$ cat src/rtl/pixrx_pkg.sv
package pixrx_pkg;
  localparam int unsigned PIX_CHANNELS = 3;

  function automatic int cnt_bits(input int n);
    return $clog2(n + 1);
  endfunction
endpackage

$ cat src/rtl/pixrx_sync_edge.sv
module pixrx_sync_edge #(
  parameter int SYNC_STAGES = 2
) (
  input  logic clk,
  input  logic rst,
  input  logic din,
  output logic lvl,
  output logic rise,
  output logic fall
);
  logic [SYNC_STAGES-1:0] chain_q;
  logic                   lvl_d;

  // Stage 0 samples the asynchronous wire; the rest only re-register it.
  always_ff @(posedge clk) begin
    if (rst) chain_q[0] <= 1'b0;
    else     chain_q[0] <= din;
  end

  for (genvar s = 1; s < SYNC_STAGES; s++) begin : g_stage
    always_ff @(posedge clk) begin
      if (rst) chain_q[s] <= 1'b0;
      else     chain_q[s] <= chain_q[s-1];
    end
  end

  always_ff @(posedge clk) begin
    if (rst) lvl_d <= 1'b0;
    else     lvl_d <= chain_q[SYNC_STAGES-1];
  end

  assign lvl  = chain_q[SYNC_STAGES-1];
  assign rise = lvl & ~lvl_d;
  assign fall = ~lvl & lvl_d;
endmodule

$ cat src/rtl/pixrx_pulse_timer.sv
module pixrx_pulse_timer
  import pixrx_pkg::*;
#(
  parameter int HI_THRESH = 75,
  parameter int GAP_CYC   = 6250
) (
  input  logic clk,
  input  logic rst,
  input  logic lvl,
  input  logic rise,
  input  logic fall,
  output logic bit_vld,
  output logic bit_val,
  output logic gap_evt
);
  localparam int HW = cnt_bits(HI_THRESH);
  localparam int LW = cnt_bits(GAP_CYC);
  localparam logic [HW-1:0] HI_SAT  = HW'(HI_THRESH);
  localparam logic [LW-1:0] LO_SAT  = LW'(GAP_CYC);
  localparam logic [LW-1:0] LO_FIRE = LW'(GAP_CYC - 1);

  logic [HW-1:0] hi_cnt;
  logic [LW-1:0] lo_cnt;

  // The high-time counter saturates at the threshold: only the comparison matters.
  always_ff @(posedge clk) begin
    if (rst) begin
      hi_cnt <= '0;
    end else if (rise) begin
      hi_cnt <= HW'(1);
    end else if (lvl && hi_cnt != HI_SAT) begin
      hi_cnt <= hi_cnt + HW'(1);
    end
  end

  always_ff @(posedge clk) begin
    if (rst) begin
      bit_vld <= 1'b0;
      bit_val <= 1'b0;
    end else begin
      bit_vld <= fall;
      if (fall) bit_val <= (hi_cnt >= HI_SAT);
    end
  end

  // Low-time counter: one boundary event per idle stretch, then it parks.
  always_ff @(posedge clk) begin
    if (rst) begin
      lo_cnt  <= '0;
      gap_evt <= 1'b0;
    end else begin
      gap_evt <= !lvl && (lo_cnt == LO_FIRE);
      if (lvl)                  lo_cnt <= '0;
      else if (lo_cnt != LO_SAT) lo_cnt <= lo_cnt + LW'(1);
    end
  end
endmodule

$ cat src/rtl/pixrx_frame.sv
module pixrx_frame
  import pixrx_pkg::*;
#(
  parameter int CHAN_W   = 8,
  parameter int CHANNELS = 3
) (
  input  logic                         clk,
  input  logic                         rst,
  input  logic                         bit_vld,
  input  logic                         bit_val,
  input  logic                         rise,
  input  logic                         gap_evt,
  output logic [CHANNELS*CHAN_W-1:0]   hold_o,
  output logic                         fwd_go,
  output logic                         fwd_bit,
  output logic                         full_o
);
  localparam int FRAME = CHANNELS * CHAN_W;
  localparam int NW    = cnt_bits(FRAME);
  localparam logic [NW-1:0] FRAME_N = NW'(FRAME);

  logic [FRAME-1:0] shreg, shreg_nx;
  logic [NW-1:0]    nbits, nbits_nx;
  logic             pend_v, pend_b;
  logic             commit, keep, fwd;

  always_comb begin
    commit   = pend_v & (rise | gap_evt);
    keep     = commit && (nbits != FRAME_N);
    fwd      = commit && (nbits == FRAME_N);
    shreg_nx = keep ? {shreg[FRAME-2:0], pend_b} : shreg;
    nbits_nx = keep ? nbits + NW'(1) : nbits;
  end

  always_ff @(posedge clk) begin
    if (rst) begin
      shreg   <= '0;
      nbits   <= '0;
      pend_v  <= 1'b0;
      pend_b  <= 1'b0;
      hold_o  <= '0;
      fwd_go  <= 1'b0;
      fwd_bit <= 1'b0;
    end else begin
      shreg <= shreg_nx;
      if (gap_evt) nbits <= '0;
      else         nbits <= nbits_nx;
      // Copy only a complete frame; partial frames leave the LED unchanged.
      if (gap_evt && nbits_nx == FRAME_N) hold_o <= shreg_nx;
      if (bit_vld) begin
        pend_v <= 1'b1;
        pend_b <= bit_val;
      end else if (commit) begin
        pend_v <= 1'b0;
      end
      fwd_go  <= fwd;
      fwd_bit <= pend_b;
    end
  end

  assign full_o = (nbits == FRAME_N);
endmodule

$ cat src/rtl/pixrx_regen.sv
module pixrx_regen
  import pixrx_pkg::*;
#(
  parameter int ONE_HI  = 100,
  parameter int ZERO_HI = 50
) (
  input  logic clk,
  input  logic rst,
  input  logic go,
  input  logic bitv,
  output logic dout
);
  localparam int PW = cnt_bits(ONE_HI);
  localparam logic [PW-1:0] ONE_LAST  = PW'(ONE_HI - 1);
  localparam logic [PW-1:0] ZERO_LAST = PW'(ZERO_HI - 1);

  logic [PW-1:0] pcnt;

  always_ff @(posedge clk) begin
    if (rst) begin
      dout <= 1'b0;
      pcnt <= '0;
    end else if (go) begin
      dout <= 1'b1;
      pcnt <= bitv ? ONE_LAST : ZERO_LAST;
    end else if (dout) begin
      if (pcnt == '0) dout <= 1'b0;
      else            pcnt <= pcnt - PW'(1);
    end
  end
endmodule

$ cat src/rtl/led_pixel_rx.sv
module led_pixel_rx
  import pixrx_pkg::*;
#(
  parameter int CHAN_W      = 8,
  parameter int SYNC_STAGES = 2,
  parameter int HI_THRESH   = 75,
  parameter int GAP_CYC     = 6250,
  parameter int ONE_HI      = 100,
  parameter int ZERO_HI     = 50
) (
  input  logic              clk,
  input  logic              rst,
  input  logic              din,
  output logic [CHAN_W-1:0] grn_o,
  output logic [CHAN_W-1:0] red_o,
  output logic [CHAN_W-1:0] blu_o,
  output logic              dout
);
  localparam int CHANNELS = PIX_CHANNELS;
  localparam int FRAME    = CHANNELS * CHAN_W;

  logic             lvl, rise, fall;
  logic             bit_vld, bit_val, gap_evt;
  logic             fwd_go, fwd_bit, frame_full;
  logic [FRAME-1:0] hold;
  logic [CHAN_W-1:0] chan [CHANNELS];

  pixrx_sync_edge #(.SYNC_STAGES(SYNC_STAGES)) u_sync (
    .clk(clk), .rst(rst), .din(din), .lvl(lvl), .rise(rise), .fall(fall)
  );

  pixrx_pulse_timer #(.HI_THRESH(HI_THRESH), .GAP_CYC(GAP_CYC)) u_timer (
    .clk(clk), .rst(rst), .lvl(lvl), .rise(rise), .fall(fall),
    .bit_vld(bit_vld), .bit_val(bit_val), .gap_evt(gap_evt)
  );

  pixrx_frame #(.CHAN_W(CHAN_W), .CHANNELS(CHANNELS)) u_frame (
    .clk(clk), .rst(rst), .bit_vld(bit_vld), .bit_val(bit_val), .rise(rise),
    .gap_evt(gap_evt), .hold_o(hold), .fwd_go(fwd_go), .fwd_bit(fwd_bit),
    .full_o(frame_full)
  );

  pixrx_regen #(.ONE_HI(ONE_HI), .ZERO_HI(ZERO_HI)) u_regen (
    .clk(clk), .rst(rst), .go(fwd_go), .bitv(fwd_bit), .dout(dout)
  );

  // Channel 0 is the first byte on the wire and occupies the top of the frame.
  for (genvar c = 0; c < CHANNELS; c++) begin : g_chan
    assign chan[c] = hold[FRAME-1-c*CHAN_W -: CHAN_W];
  end

  assign grn_o = chan[0];
  assign red_o = chan[1];
  assign blu_o = chan[2];
endmodule

$ cat config.mk
export PLATFORM = sky130hd
export DESIGN_NAME = led_pixel_rx
export DESIGN_NICKNAME = d
export VERILOG_FILES = /design/src/rtl/pixrx_pkg.sv /design/src/rtl/pixrx_sync_edge.sv /design/src/rtl/pixrx_pulse_timer.sv /design/src/rtl/pixrx_frame.sv /design/src/rtl/pixrx_regen.sv /design/src/rtl/led_pixel_rx.sv
export SDC_FILE = /design/constraint.sdc
export NUM_CORES = 1
export LEC_CHECK = 0
export BUFFER_PORTS_ARGS = -buffer_cell sky130_fd_sc_hd__buf_2
export CAP_MARGIN = 15
export CORE_MARGIN = 5
export CORE_UTILIZATION = 45
export CTS_BUF_LIST = sky130_fd_sc_hd__clkbuf_8
export CTS_CLUSTER_DIAMETER = 60
export DETAILED_ROUTE_END_ITERATION = 12
export SLEW_MARGIN = 0
export SYNTH_ARGS = -nofsm -noshare
export SYNTH_HDL_FRONTEND = slang
export SYNTH_SLANG_ARGS = --single-unit
$ cat constraint.sdc
create_clock -name clk -period 3.8 [get_ports clk]
set_input_delay 0.19 -clock clk [delete_from_list [all_inputs] [get_ports clk]]
set_output_delay 0.19 -clock clk [all_outputs]
set_load 0.01 [all_outputs]
# Yosys cells after proc, flatten, opt, wreduce, memory -nomap -nowiden
# Cells that the tools add are included.
# classes
reduce_logical,14
n_bitwise,6
eq_ne,7
magnitude_cmp,1
add_sub_neg,4
muxes,13
# ops
operator,count
2-to-1 mux 7 bit,4
2-to-1 mux 24 bit,1
adder 13 x 1 -> 13 bit (second input constant),1
== test 13 bit (second input constant),1
inequality test 13 bit (second input constant),1
== test 5 bit (second input constant),2
adder 7 x 1 -> 7 bit (second input constant),1
>= comparator 7 bit (second input constant),1
logical NOT 7 bit,1
2-to-1 mux 1 bit,7
inequality test 7 bit (second input constant),1
subtractor 7 x 1 -> 7 bit (second input constant),1
nonzero test 2 bit,3
OR reduction 2 bit,3
adder 5 x 1 -> 5 bit (second input constant),1
logical AND 1 bit,5
2-to-1 mux 5 bit,1
inequality test 5 bit (second input constant),1
bitwise AND 1 bit,3
inequality test 2 bit (second input constant),1
NOT 1 bit,2
AND reduction 2 bit,1
logical NOT 1 bit,1
OR 1 bit,1
# totals
word_cells,63
in_bits,3
reg_bits,91
output_inout_bits,25

# Logic depth before layout (Yosys ltp)
# Gate-level depths: netlist of run 1.
# depth
depth_word,8
depth_mapped,9
mapped_depth_nobuf,7

# By module
# A second synthesis of run 1 with hierarchy kept.
# hier_totals
cells_unflattened,422
area_unflattened_um2,3982.6
# modules_own_cells
mod,n_inst,area_each_um2,cells_per_inst
pixrx_frame,1,2303.5,230
pixrx_pulse_timer,1,1129.8,129
pixrx_regen,1,457.9,55
pixrx_sync_edge,1,91.3,8

# Least setup slack after synthesis of run 1
# OpenSTA, ideal clock, no wires.
# synth_timing
path_type,register -> register
from,register u_frame.nbits[0]
to,register u_frame.hold_o[10]
arrival_time_ps,2177
path_stages_with_launch,9
synth_period_minus_slack_ps,2297
setup_slack_ps,1503
setup_ps,121
cell_sequence,dfxtp_1 inv_1 ha_1 mux2_4 a311oi_1 o22ai_1 nor4_4 buf_6 mux2_2
# synth_via
elab_chain_cells,5
word_cells_on_any_way,7
classes_between,add/sub: 1; eq/ne: 2; mux: 2; reduce/logical: 2
# synth_lines
item,line,rtl
"start, declared",pixrx_frame.sv:23,"logic [NW-1:0] nbits, nbits_nx;"
"start signal, assigned",pixrx_frame.sv:47,else nbits <= nbits_nx;
"parallel branches: the longest is 5 deep, another holds adder 5 x 1 -> 5 bit",-,
"end signal, assigned",pixrx_frame.sv:49,if (gap_evt && nbits_nx == FRAME_N) hold_o <= shreg_nx;
"end, declared",pixrx_frame.sv:13,"output logic [CHANNELS*CHAN_W-1:0] hold_o,"
# Parallel ways; which one is timed is not known.
# A chain may end at the register's enable or synchronous reset.

# Worst setup path after layout of run 1
# layout_timing
from,register u_frame.nbits[0]
to,register u_frame.hold_o[4]
# The elaborated chain is that of the path after synthesis.

==> out/qor.csv, run 1 <==
stage,metric,value,unit
sta,worst_max_slew_pin_slew,695,ps
yosys,post_syn_area,3810,um^2
sta,finalHoldViolations,0,
floorplan,rows,33,
flow_run,cap_viol_max_count,0,
route,dr.pass1.iters,4,
sta,final-max-slew-violation-count,0,
clock_network,h-tree-depth,3,
sta,slew-limit-headroom,53.7,%
worst_setup_path,critical_path_buf_inv_count,2,
cells_and_area,antenna_cells,0,
pwr,p_per_area,424,nW/um^2
pwr,intPower,1430,uW
clock_network,cts_hold_repair.buffers,0,
cells_and_area,synthToLayoutAreaGrowth,11.6,%
route,first_iter_violations,101,
yosys,netlist-cell-type-count,41,
route,detailroute.via_count,2583,
pwr,sequentialPowerShare,53.6,%
placed_design,portBuffers,27,
clock_network,clkLatencyLatePin,350,ps
floorplan,die_h,102,um
yosys,syn-instance-count,386,
sta,fmaxAchievable,407,MHz
route,wire_per_inst,12.2,um
clock_network,clock_sinks,91,
sta,setup-violations-final,0,
grt,wire_length_of_the_first_global_routing_pass,11.4,mm
clock_network,clock_path_buffers,2,
worst_setup_path,criticalPathCategory,reg -> reg,
yosys,synth.yosys.seq_area_share,47.8,%
pwr,p_comb_share,1.8,%
worst_hold_path,hold_path.class,in -> reg,
worst_setup_path,timing.critical_path.slowest_cell_delay,410,ps
floorplan,initial_core_util,46.4,%
yosys,synth_async_sr_flop_share,0,%
clock_network,root_buffer,sky130_fd_sc_hd__clkbuf_8,
clock_network,post_cts_setup_repair_buffer_count,0,
yosys,synth.ff_latch_count,91,
sta,final_min_period_over_clock_period,64.7,%
worst_hold_path,min_path_cells,2,
sta,grt_setup_unrepaired,false,
floorplan,die_area,10400,um^2
clock_network,tritoncts.num_buffers,9,
route,route.antenna.remaining_nets,0,
worst_setup_path,timing.reg2reg.worst_path_depth,8,
clock_network,clk_pin_slew_worst_paths,90,ps
worst_setup_path,worst_path_dominant_cell_family,multiplexers,
worst_setup_path,setup.worst_path.start_class,flip-flop,
placed_design,gp_routability_congestion,0.871,
grt,global_router_s_overall_resource_usage,13.5,%
route,route.detailed.drc,0,
cells_and_area,nNetsFinal,419,
yosys,ys.warnings.count,0,
grt,global_route.overflow_total,0,
pwr,power_switching_share,20.7,%
outcome,outcome,finished clean,
route,finalWirelength,6.31,mm
floorplan,dieWidth,102,um
worst_setup_path,timing.critical_path.to_type,flip-flop,
worst_setup_path,critical_path.cell_chain,"inv_1, ha_1, mux2_4, a311oi_1, o22ai_1, nor4_4, buf_4, mux2_2",
grt,first_global_vias,2479,
floorplan,placeableCoreArea,8220,um^2
pwr,ir_drop,0.184,mV
worst_setup_path,path_depth,8,
placed_design,post-dp-hpwl,4.21,mm
worst_setup_path,crit_slowest_cell,sky130_fd_sc_hd__dfxtp_1,
clock_network,tritoncts,built,
worst_setup_path,worstPathArrival,2700,ps
pwr,p_switching,373,uW
grt,maximum_number_of_pins_on_one_net_before_global_route_repair,41,
floorplan,design.portCount,28,
sta,timing.clock.skew,15.0,ps
yosys,synth_edf_count,0,
sta,whs,44.2,ps
sta,finalWorstPathRequiredPeriod,2460,ps
yosys,syn_avg_cell_area,9.87,um^2
route,viasPerCell,4.99,
grt,antenna_found_initial,0,
pwr,clkPwrFrac,44.6,%
cells_and_area,final_layout_size_suffix_gt1_share,17.7,%
sta,totalNegativeSetupSlack,0,ps
cells_and_area,layout.core_utilization,51.8,%
worst_setup_path,required,4040,ps
yosys,top_flip_flop_cell_by_instance_count_after_synthesis,sky130_fd_sc_hd__dfxtp_1,
clock_network,post_cts.resized_instances,0,
worst_setup_path,worst-path-max-fanout,24,
yosys,synth.net_count,397,
pwr,leakage,0.00183,uW
[power groups by stage]
stage	clock (uW)	sequential [uW]	combinational, uW
floorplan	0	986	27.6
global placement	0	988	32.4
detailed placement	0	988	32.8
CTS	830	966	32.9
global route	869	967	38.2
finish	805	966	32.2
[metrics by stage]
step | instance area, um^2 | total power, uW | worst slack, ps | instances
6_report | 4250 | 1800 | 1340 | 518
5_1_grt | 4250 | 1870 | 1200 | 518
2_1_floorplan | 3810 | 1010 | 1500 | 386
4_1_cts | 4250 | 1830 | 1330 | 518
3_5_place_dp | 4000 | 1020 | 1360 | 502
3_3_place_gp | 4000 | 1020 | 1430 | 502
[registers in the layout, summed over array words and instances, names as in the netlist]
name             count
u_frame.fwd_bit      1
u_frame.fwd_go       1
u_frame.hold_o      24
u_frame.nbits        5
u_frame.pend_b       1
u_frame.pend_v       1
u_frame.shreg       24
u_regen.dout         1
u_regen.pcnt         7
u_sync.chain_q       1
u_sync.lvl           1
u_sync.lvl_d         1
u_timer.bit_val      1
u_timer.bit_vld      1
u_timer.gap_evt      1
u_timer.hi_cnt       7
u_timer.lo_cnt      13
[cell usage after synthesis (all sizes together) (8+ instances only)]
| cell | n | area (um^2) |
|---|---|---|
| mux2i | 28 | 280 |
| ha | 8 | 100 |
| nor2 | 54 | 203 |
| nand2 | 11 | 41.3 |
| xor2 | 13 | 114 |
| nor2b | 29 | 181 |
| clkbuf | 11 | 41.3 |
| nand3 | 11 | 55.1 |
| inv | 14 | 52.6 |
| dfxtp | 91 | 1820 |
| buf | 8 | 60.1 |
| a21oi | 14 | 70.1 |
| mux2 | 25 | 285 |
| xnor2 | 10 | 87.6 |
| nor3 | 12 | 60.1 |
[logic make-up after synthesis]
logic type | Yosys count | share of synthesized area [%]
buffers and inverters | 33 | 4.04
AND/OR/NAND/NOR | 147 | 20.4
multiplexers | 53 | 14.8
XOR/XNOR | 23 | 5.29
AO/OA/AOI/OAI | 31 | 5.06
adder cells (fa/ha/maj) | 8 | 2.63
flip-flops | 91 | 47.8
[cell usage in the layout, fill, tap and decap left out, types with 2 or more instances in the layout]
cell and count:
sky130_fd_sc_hd__a211oi_1 6, sky130_fd_sc_hd__a21oi_1 14, sky130_fd_sc_hd__xor2_1 13, sky130_fd_sc_hd__mux2_2 23, sky130_fd_sc_hd__buf_4 3, sky130_fd_sc_hd__ha_1 8
sky130_fd_sc_hd__nand2b_1 5, sky130_fd_sc_hd__nor2_1 54, sky130_fd_sc_hd__o211ai_1 2, sky130_fd_sc_hd__clkbuf_8 10, sky130_fd_sc_hd__nor4_1 2, sky130_fd_sc_hd__dfxtp_1 91
sky130_fd_sc_hd__inv_6 3, sky130_fd_sc_hd__nor3_1 12, sky130_fd_sc_hd__nand4_1 6, sky130_fd_sc_hd__o21ai_0 5, sky130_fd_sc_hd__nand2_1 11, sky130_fd_sc_hd__bufinv_16 3
sky130_fd_sc_hd__buf_2 27, sky130_fd_sc_hd__nand3_1 11, sky130_fd_sc_hd__inv_1 14, sky130_fd_sc_hd__and3_1 4, sky130_fd_sc_hd__nor2b_1 29, sky130_fd_sc_hd__mux2i_1 28
sky130_fd_sc_hd__or3_1 4, sky130_fd_sc_hd__xnor2_1 10
[routing by layer]
metal | up-vias | GRT usage [%] | routed length (um)
met5 | - | 0 | 0
met4 | 0 | 5.55 | 101
met3 | 8 | 3.62 | 199
met2 | 27 | 20.1 | 2830
met1 | 1195 | 18.5 | 3180
li1 | 1353 | - | -
[worst reg2reg max path, cell delays in order, from the launching register on]
cell and delay, ps:
sky130_fd_sc_hd__dfxtp_1 410, sky130_fd_sc_hd__inv_1 110, sky130_fd_sc_hd__ha_1 250, sky130_fd_sc_hd__mux2_4 270
sky130_fd_sc_hd__a311oi_1 260, sky130_fd_sc_hd__o22ai_1 160, sky130_fd_sc_hd__nor4_4 140, sky130_fd_sc_hd__buf_4 360
sky130_fd_sc_hd__mux2_2 390
[path summary, 6_finish.rpt]
path	startpoint	endpoint	slack, ps
setup / recovery	u_frame.nbits[0]	u_frame.hold_o[4]	1340
hold / removal	din	u_sync.chain_q[0]	40
setup reg to reg	u_frame.nbits[0]	u_frame.hold_o[4]	1340
hold reg to reg	u_sync.chain_q[0]	u_sync.lvl	450
[layout make-up]
type,count,area [um^2]
clock buffer,10,138
tap,105,131
timing repair buffer,30,158
fill,769,3960
multi-input combinational,262,1840
clock inverter,6,116
inverter,14,52.6
sequential,91,1820
(Power assumes the default switching activity.)
==> run 2: changes to the inputs <==
- clock period: 3.8 -> 2.53 ns (I/O delays scaled with it)
==> run 2 against run 1 <==
Sequential power increased by 50%; critical path depth unchanged; final area decreased by 0.44%; flip-flop and latch count unchanged; maximum frequency increased by 4.5%; total power increased by 37%; largest cell class unchanged; die area unchanged; global-route usage increased by 0.20 points; largest power group unchanged; highest routed layer unchanged.
==> out/qor.csv, run 2 (synthesis results as in run 1) <==
stage,metric,value,unit,change
floorplan,die_area,10400,um^2,unchanged
route,dr.pass1.iters,4,,unchanged
worst_setup_path,timing.critical_path.to_type,flip-flop,,
outcome,outcome,finished clean,,
clock_network,h-tree-depth,3,,unchanged
worst_setup_path,timing.rr.end,u_frame.hold_o[0],,
grt,wire_length_of_the_first_global_routing_pass,11.5,mm,+1.3%
sta,fmaxAchievable,425,MHz,+4.5%
clock_network,clock_path_buffers,2,,unchanged
route,viasPerCell,4.95,,-0.81%
placed_design,portBuffers,27,,unchanged
route,route.antenna.remaining_nets,0,,unchanged
floorplan,initial_core_util,46.4,%,unchanged
floorplan,rows,33,,unchanged
sta,final-max-slew-violation-count,0,,unchanged
sta,final_min_period_over_clock_period,93.0,%,+28 points
clock_network,post_cts_setup_repair_buffer_count,0,,unchanged
worst_setup_path,timing.reg2reg.worst_path_depth,8,,unchanged
grt,grt-busiest-layer,met2,,
sta,slew-limit-headroom,68.4,%,+15 points
cells_and_area,layout.cell_area.non_filler,4230,um^2,-0.44%
route,route.detailed.drc,0,,unchanged
clock_network,clkLatencyLatePin,360,ps,about the same
clock_network,post_cts.resized_instances,0,,unchanged
worst_setup_path,critical_path.cell_chain,"inv_1, ha_1, mux2_4, a311oi_1, o22ai_1, nor4_4, buf_12, mux2_2",,
worst_setup_path,worst-path-max-fanout,24,,unchanged
sta,setup-violations-final,0,,unchanged
placed_design,post-dp-hpwl,4.20,mm,about the same
grt,antenna_found_initial,0,,unchanged
sta,whs,246,ps,+201 ps
cells_and_area,top_regs,"u_frame.hold_o (24), u_frame.shreg (24), u_timer.lo_cnt (13)",,
clock_network,clock_sinks,91,,unchanged
floorplan,placeableCoreArea,8220,um^2,unchanged
worst_hold_path,hold_path.class,in -> reg,,
sta,worst_max_slew_pin_slew,475,ps,-220 ps
worst_hold_path,hold_path.startpoint,rst,,
grt,global_route.overflow_total,0,,unchanged
grt,use_met3,3.55,%,-0.068 points
flow_run,cap_viol_max_count,0,,unchanged
cells_and_area,nNetsFinal,422,,+0.72%
worst_setup_path,timing.critical_path.slowest_cell_delay,410,ps,about the same
cells_and_area,synthToLayoutAreaGrowth,11.1,%,
worst_hold_path,worstHoldEndpoint,u_frame.shreg[10],,
worst_hold_path,min_path_cells,2,,unchanged
pwr,leakage,0.00182,uW,-0.59%
route,finalWirelength,6.27,mm,-0.76%
worst_setup_path,worstPathArrival,2610,ps,-90 ps
sta,finalWorstPathRequiredPeriod,2350,ps,-105 ps
cells_and_area,layout.core_utilization,51.5,%,-0.23 points
sta,finalHoldViolations,0,,unchanged
route,first_iter_violations,84,,-17%
pwr,p_per_area,584,nW/um^2,+38%
grt,first_global_vias,2564,,+3.4%
clock_network,tritoncts.num_buffers,9,,unchanged
pwr,ir_drop,0.265,mV,+44%
sta,grt_setup_unrepaired,false,,
floorplan,dieWidth,102,um,unchanged
route,wire_per_inst,12.0,um,-1.3%
grt,global_router_s_overall_resource_usage,13.7,%,+0.20 points
worst_setup_path,setup.worst_path.start_class,flip-flop,,
clock_network,clk_pin_slew_worst_paths,90,ps,about the same
grt,grtUsageMet2,22.0,%,+1.8 points
worst_setup_path,criticalPathCategory,reg -> reg,,
grt,grtUsageMet1,17.4,%,-1.1 points
cells_and_area,antenna_cells,0,,unchanged
worst_setup_path,timing.reg2reg.setup_slack,180,ps,-1160 ps
clock_network,root_buffer,sky130_fd_sc_hd__clkbuf_8,,
cells_and_area,most_frequent_cells_in_the_layout,"sky130_fd_sc_hd__dfxtp_1, sky130_fd_sc_hd__nor2_1, sky130_fd_sc_hd__nor2b_1",,
floorplan,die_h,102,um,unchanged
sta,timing.clock.skew,12.3,ps,-2.74 ps
grt,maximum_number_of_pins_on_one_net_before_global_route_repair,33,,-20%
sta,totalNegativeSetupSlack,0,ps,unchanged
clock_network,tritoncts,built,,
floorplan,design.portCount,28,,unchanged
cells_and_area,final_layout_size_suffix_gt1_share,18.0,%,+0.35 points
placed_design,place_inst,504,,+0.40%
cells_and_area,finish.cell_count_without_fillers,521,,+0.58%
worst_setup_path,required,2780,ps,-1260 ps
worst_setup_path,reg2reg_start,u_frame.nbits[0],,
worst_setup_path,crit_slowest_cell,sky130_fd_sc_hd__dfxtp_1,,
clock_network,cts_hold_repair.buffers,1,,+1
cells_and_area,most_common_cell_after_layout_fill_and_taps_aside,sky130_fd_sc_hd__dfxtp_1,,
route,detailroute.via_count,2577,,-0.23%
placed_design,gp_routability_congestion,0.895,,+2.8%
placed_design,post_dp_cell_area,4030,um^2,+0.69%
run 2: worst max-delay path by stage:
stage	from	cells past startpoint	to	slack [ps]
after detailed placement	u_frame.nbits[0]	8	u_frame.hold_o[0]	190
after floorplan	u_frame.nbits[0]	8	u_frame.hold_o[10]	230
after global placement	u_frame.nbits[0]	8	u_frame.hold_o[9]	250
final	u_frame.nbits[0]	8	u_frame.hold_o[0]	180
after global routing	u_frame.nbits[0]	8	u_frame.hold_o[4]	50
after CTS	u_frame.nbits[0]	8	u_frame.hold_o[4]	170
run 2: report_power, final:
| group | switching (uW) | internal [uW] |
|---|---|---|
| Combinational | 34.1 | 17.0 |
| Clock | 508 | 462 |
| Sequential | 11.5 | 1440 |
| Total | 554 | 1920 |
run 2: routing by layer:
layer / wire length, um / vias up
li1: - / 1363
met1: 3130 / 1161
met2: 2810 / 38
met3: 195 / 15
met4: 125 / 0
met5: 0 / -
run 2: worst max-delay path, delay by kind of cell, from the launching register on:
family,cells,cell delay (ps)
compound gates,2,420
simple gates,1,200
fa+ha+maj,1,250
flops,1,410
buf+inv,2,330
mux,2,640
run 2: through the flow:
step | total power, uW | setup slack, ps
2_1_floorplan | 1520 | 233
3_3_place_gp | 1530 | 251
3_5_place_dp | 1540 | 190
4_1_cts | 2510 | 172
5_1_grt | 2580 | 53.3
6_report | 2470 | 177
run 2: cell type report:
class                      instances  area [um^2]
multi-input combinational        262         1840
clock inverter                     7         73.8
inverter                          14         52.6
sequential                        91         1820
clock buffer                       9          124
timing repair buffer              33          195
fill                             769         3980
tap                              105          131
==> run 3: changes to the inputs <==
- clock period: 2.53 -> 2.4 ns (I/O delays scaled with it)
==> run 3 against run 2 <==
The flow now finishes with violations (setup timing); sequential power is 6% higher; cell count is 1.3% higher; die area stayed put; wire length is 8.6% higher; critical path depth is 1 higher; combinational power is 14% higher; clock power is 2% lower; count of clock-buffer cells in the layout is 1 higher; first-iteration DRC count is 14% lower; via count is 3.3% higher; total power is 2.7% higher; critical endpoint is now u_frame.hold_o[21]; largest power group unchanged.
==> out/qor.csv, run 3 (synthesis results as in run 1) <==
stage,metric,value,unit,change
outcome,outcome,finished with violations,,
outcome,violations,setup timing,,
floorplan,initial_core_util,46.4,%,unchanged
floorplan,design.portCount,28,,unchanged
placed_design,gp_routability_congestion,0.857,,-4.3%
sta,slew-limit-headroom,70.5,%,+2.2 points
floorplan,rows,33,,unchanged
grt,global_router_s_overall_resource_usage,13.5,%,-0.25 points
pwr,sequentialPowerShare,60.1,%,+1.4 points
clock_network,h-tree-depth,3,,unchanged
cells_and_area,n_fill_cell,759,,-1.3%
pwr,p_per_area,580,nW/um^2,-0.69%
sta,whs,194,ps,-51.5 ps
route,wire_per_inst,12.9,um,+7.1%
route,dr.pass1.iters,4,,unchanged
sta,fmaxAchievable,413,MHz,-2.9%
grt,wire_length_of_the_first_global_routing_pass,11.3,mm,-2.3%
clock_network,clkLatencyLatePin,350,ps,about the same
pwr,power_switching_share,23.3,%,+0.92 points
grt,antenna_found_initial,0,,unchanged
sta,finalHoldViolations,0,,unchanged
cells_and_area,final_layout_size_suffix_gt1_share,21.7,%,+3.7 points
worst_setup_path,worst-path-max-fanout,6,,-75%
placed_design,portBuffers,27,,unchanged
sta,final-max-slew-violation-count,0,,unchanged
pwr,p_switching,592,uW,+6.9%
sta,finalWorstPathRequiredPeriod,2420,ps,+69.1 ps
worst_setup_path,worstPathArrival,2660,ps,+50 ps
placed_design,pre_cts_slack,57.4,ps,-133 ps
clock_network,tritoncts,built,,
flow_run,cap_viol_max_count,0,,unchanged
route,route.antenna.remaining_nets,0,,unchanged
sta,timing.clock.skew,9.25,ps,-3.02 ps
sta,final_min_period_over_clock_period,101,%,+7.9 points
clock_network,clk_pin_slew_worst_paths,90,ps,about the same
worst_setup_path,timing.critical_path.to_type,flip-flop,,
worst_setup_path,required,2640,ps,-140 ps
worst_setup_path,setup.worst_path.start_class,flip-flop,,
route,detailroute.via_count,2662,,+3.3%
grt,global_route.overflow_total,0,,unchanged
pwr,clkPwrFrac,37.6,%,-1.6 points
cells_and_area,nNetsFinal,429,,+1.7%
pwr,leakage,0.00186,uW,+2.2%
pwr,ir_drop,0.307,mV,+16%
pwr,fin_total_pwr,2540,uW,+2.7%
pwr,intPower,1950,uW,+1.5%
cells_and_area,synthToLayoutAreaGrowth,14.9,%,
worst_setup_path,criticalPathCategory,reg -> reg,,
grt,maximum_number_of_pins_on_one_net_before_global_route_repair,27,,-18%
cells_and_area,most_frequent_cells_in_the_layout,"sky130_fd_sc_hd__dfxtp_1, sky130_fd_sc_hd__nor2_1, sky130_fd_sc_hd__nor2b_1",,
sta,totalNegativeSetupSlack,-107,ps,-107 ps
cells_and_area,antenna_cells,0,,unchanged
route,finalWirelength,6.80,mm,+8.6%
sta,setup_ws,-22.5,ps,-199 ps
floorplan,dieWidth,102,um,unchanged
clock_network,clock_sinks,91,,unchanged
sta,worst_max_slew_pin_slew,442,ps,-32.7 ps
route,viasPerCell,5.04,,+1.9%
sta,grt_setup_unrepaired,true,,
clock_network,clock_path_buffers,2,,unchanged
cells_and_area,top_regs,"u_frame.hold_o (24), u_frame.shreg (24), u_timer.lo_cnt (13)",,
route,route.detailed.drc,0,,unchanged
floorplan,die_area,10400,um^2,unchanged
grt,first_global_vias,2520,,-1.7%
cells_and_area,most_common_cell_after_layout_fill_and_taps_aside,sky130_fd_sc_hd__dfxtp_1,,
floorplan,die_h,102,um,unchanged
route,first_iter_violations,72,,-14%
sta,setup-violations-final,11,,+11
placed_design,post-dp-hpwl,4.33,mm,+3.1%
clock_network,root_buffer,sky130_fd_sc_hd__clkbuf_8,,
clock_network,tritoncts.num_buffers,9,,unchanged
floorplan,placeableCoreArea,8220,um^2,unchanged
pwr,p_comb_share,2.3,%,+0.2 points
worst_hold_path,hold_path.class,in -> reg,,
run 3: power groups by stage:
| stage | combinational [uW] | clock, uW | sequential [uW] |
|---|---|---|---|
| after floorplan | 43.7 | 0 | 1560 |
| after detailed placement | 57.6 | 0 | 1560 |
| after CTS | 58.9 | 993 | 1530 |
| after global placement | 56.0 | 0 | 1560 |
| final | 58.1 | 954 | 1530 |
| after global routing | 67.2 | 1050 | 1530 |
run 3: critical path: stages (launching register included):
cell and delay (ps):
sky130_fd_sc_hd__dfxtp_4 390, sky130_fd_sc_hd__inv_4 50, sky130_fd_sc_hd__ha_4 160, sky130_fd_sc_hd__mux2_4 270
sky130_fd_sc_hd__a311oi_2 250, sky130_fd_sc_hd__o22ai_2 130, sky130_fd_sc_hd__nor4_4 370, sky130_fd_sc_hd__buf_4 220
sky130_fd_sc_hd__clkbuf_16 160, sky130_fd_sc_hd__mux2_2 320
run 3: area by class of cell:
class                      instances  area (um^2)  share of cell area, %
clock buffer                      10          138                   3.14
tap                              105          131                   3.00
clock inverter                     6         48.8                   1.11
multi-input combinational        262         1890                   43.1
sequential                        91         1830                   41.8
inverter                          14         55.1                   1.26
timing repair buffer              40          287                   6.54
run 3: timing repair:
item                                    4_1_cts  5_1_grt
resized for setup                             0       20
setup buffers                                 0        2
endpoints found under the hold margin         1        0
endpoints found under the setup margin        0       24
hold buffers                                  1        0
run 3: final timing paths:
path | from | end | slack (ps) | cells after the start
hold reg to reg | u_sync.chain_q[0] | u_sync.lvl | 450 | 1
hold / removal | rst | u_frame.shreg[9] | 190 | 2
setup reg to reg | u_frame.nbits[0] | u_frame.hold_o[21] | -20 | 9
setup / recovery | u_frame.nbits[0] | u_frame.hold_o[21] | -20 | 9
run 3: per-stage QoR:
stage	instance area, um^2	cells	util (%)
2_1_floorplan	3810	386	-
3_3_place_gp	4040	506	49.2
3_5_place_dp	4040	506	49.2
4_1_cts	4240	523	51.6
5_1_grt	4380	528	53.3
6_report	4380	528	53.3
run 3: routing by layer:
layer | GRT usage [%] | part of all wire (%)
met3 | 3.14 | 2.5
met4 | 6.36 | 1.9
met2 | 20.5 | 44
met5 | 0 | 0
met1 | 18.0 | 51
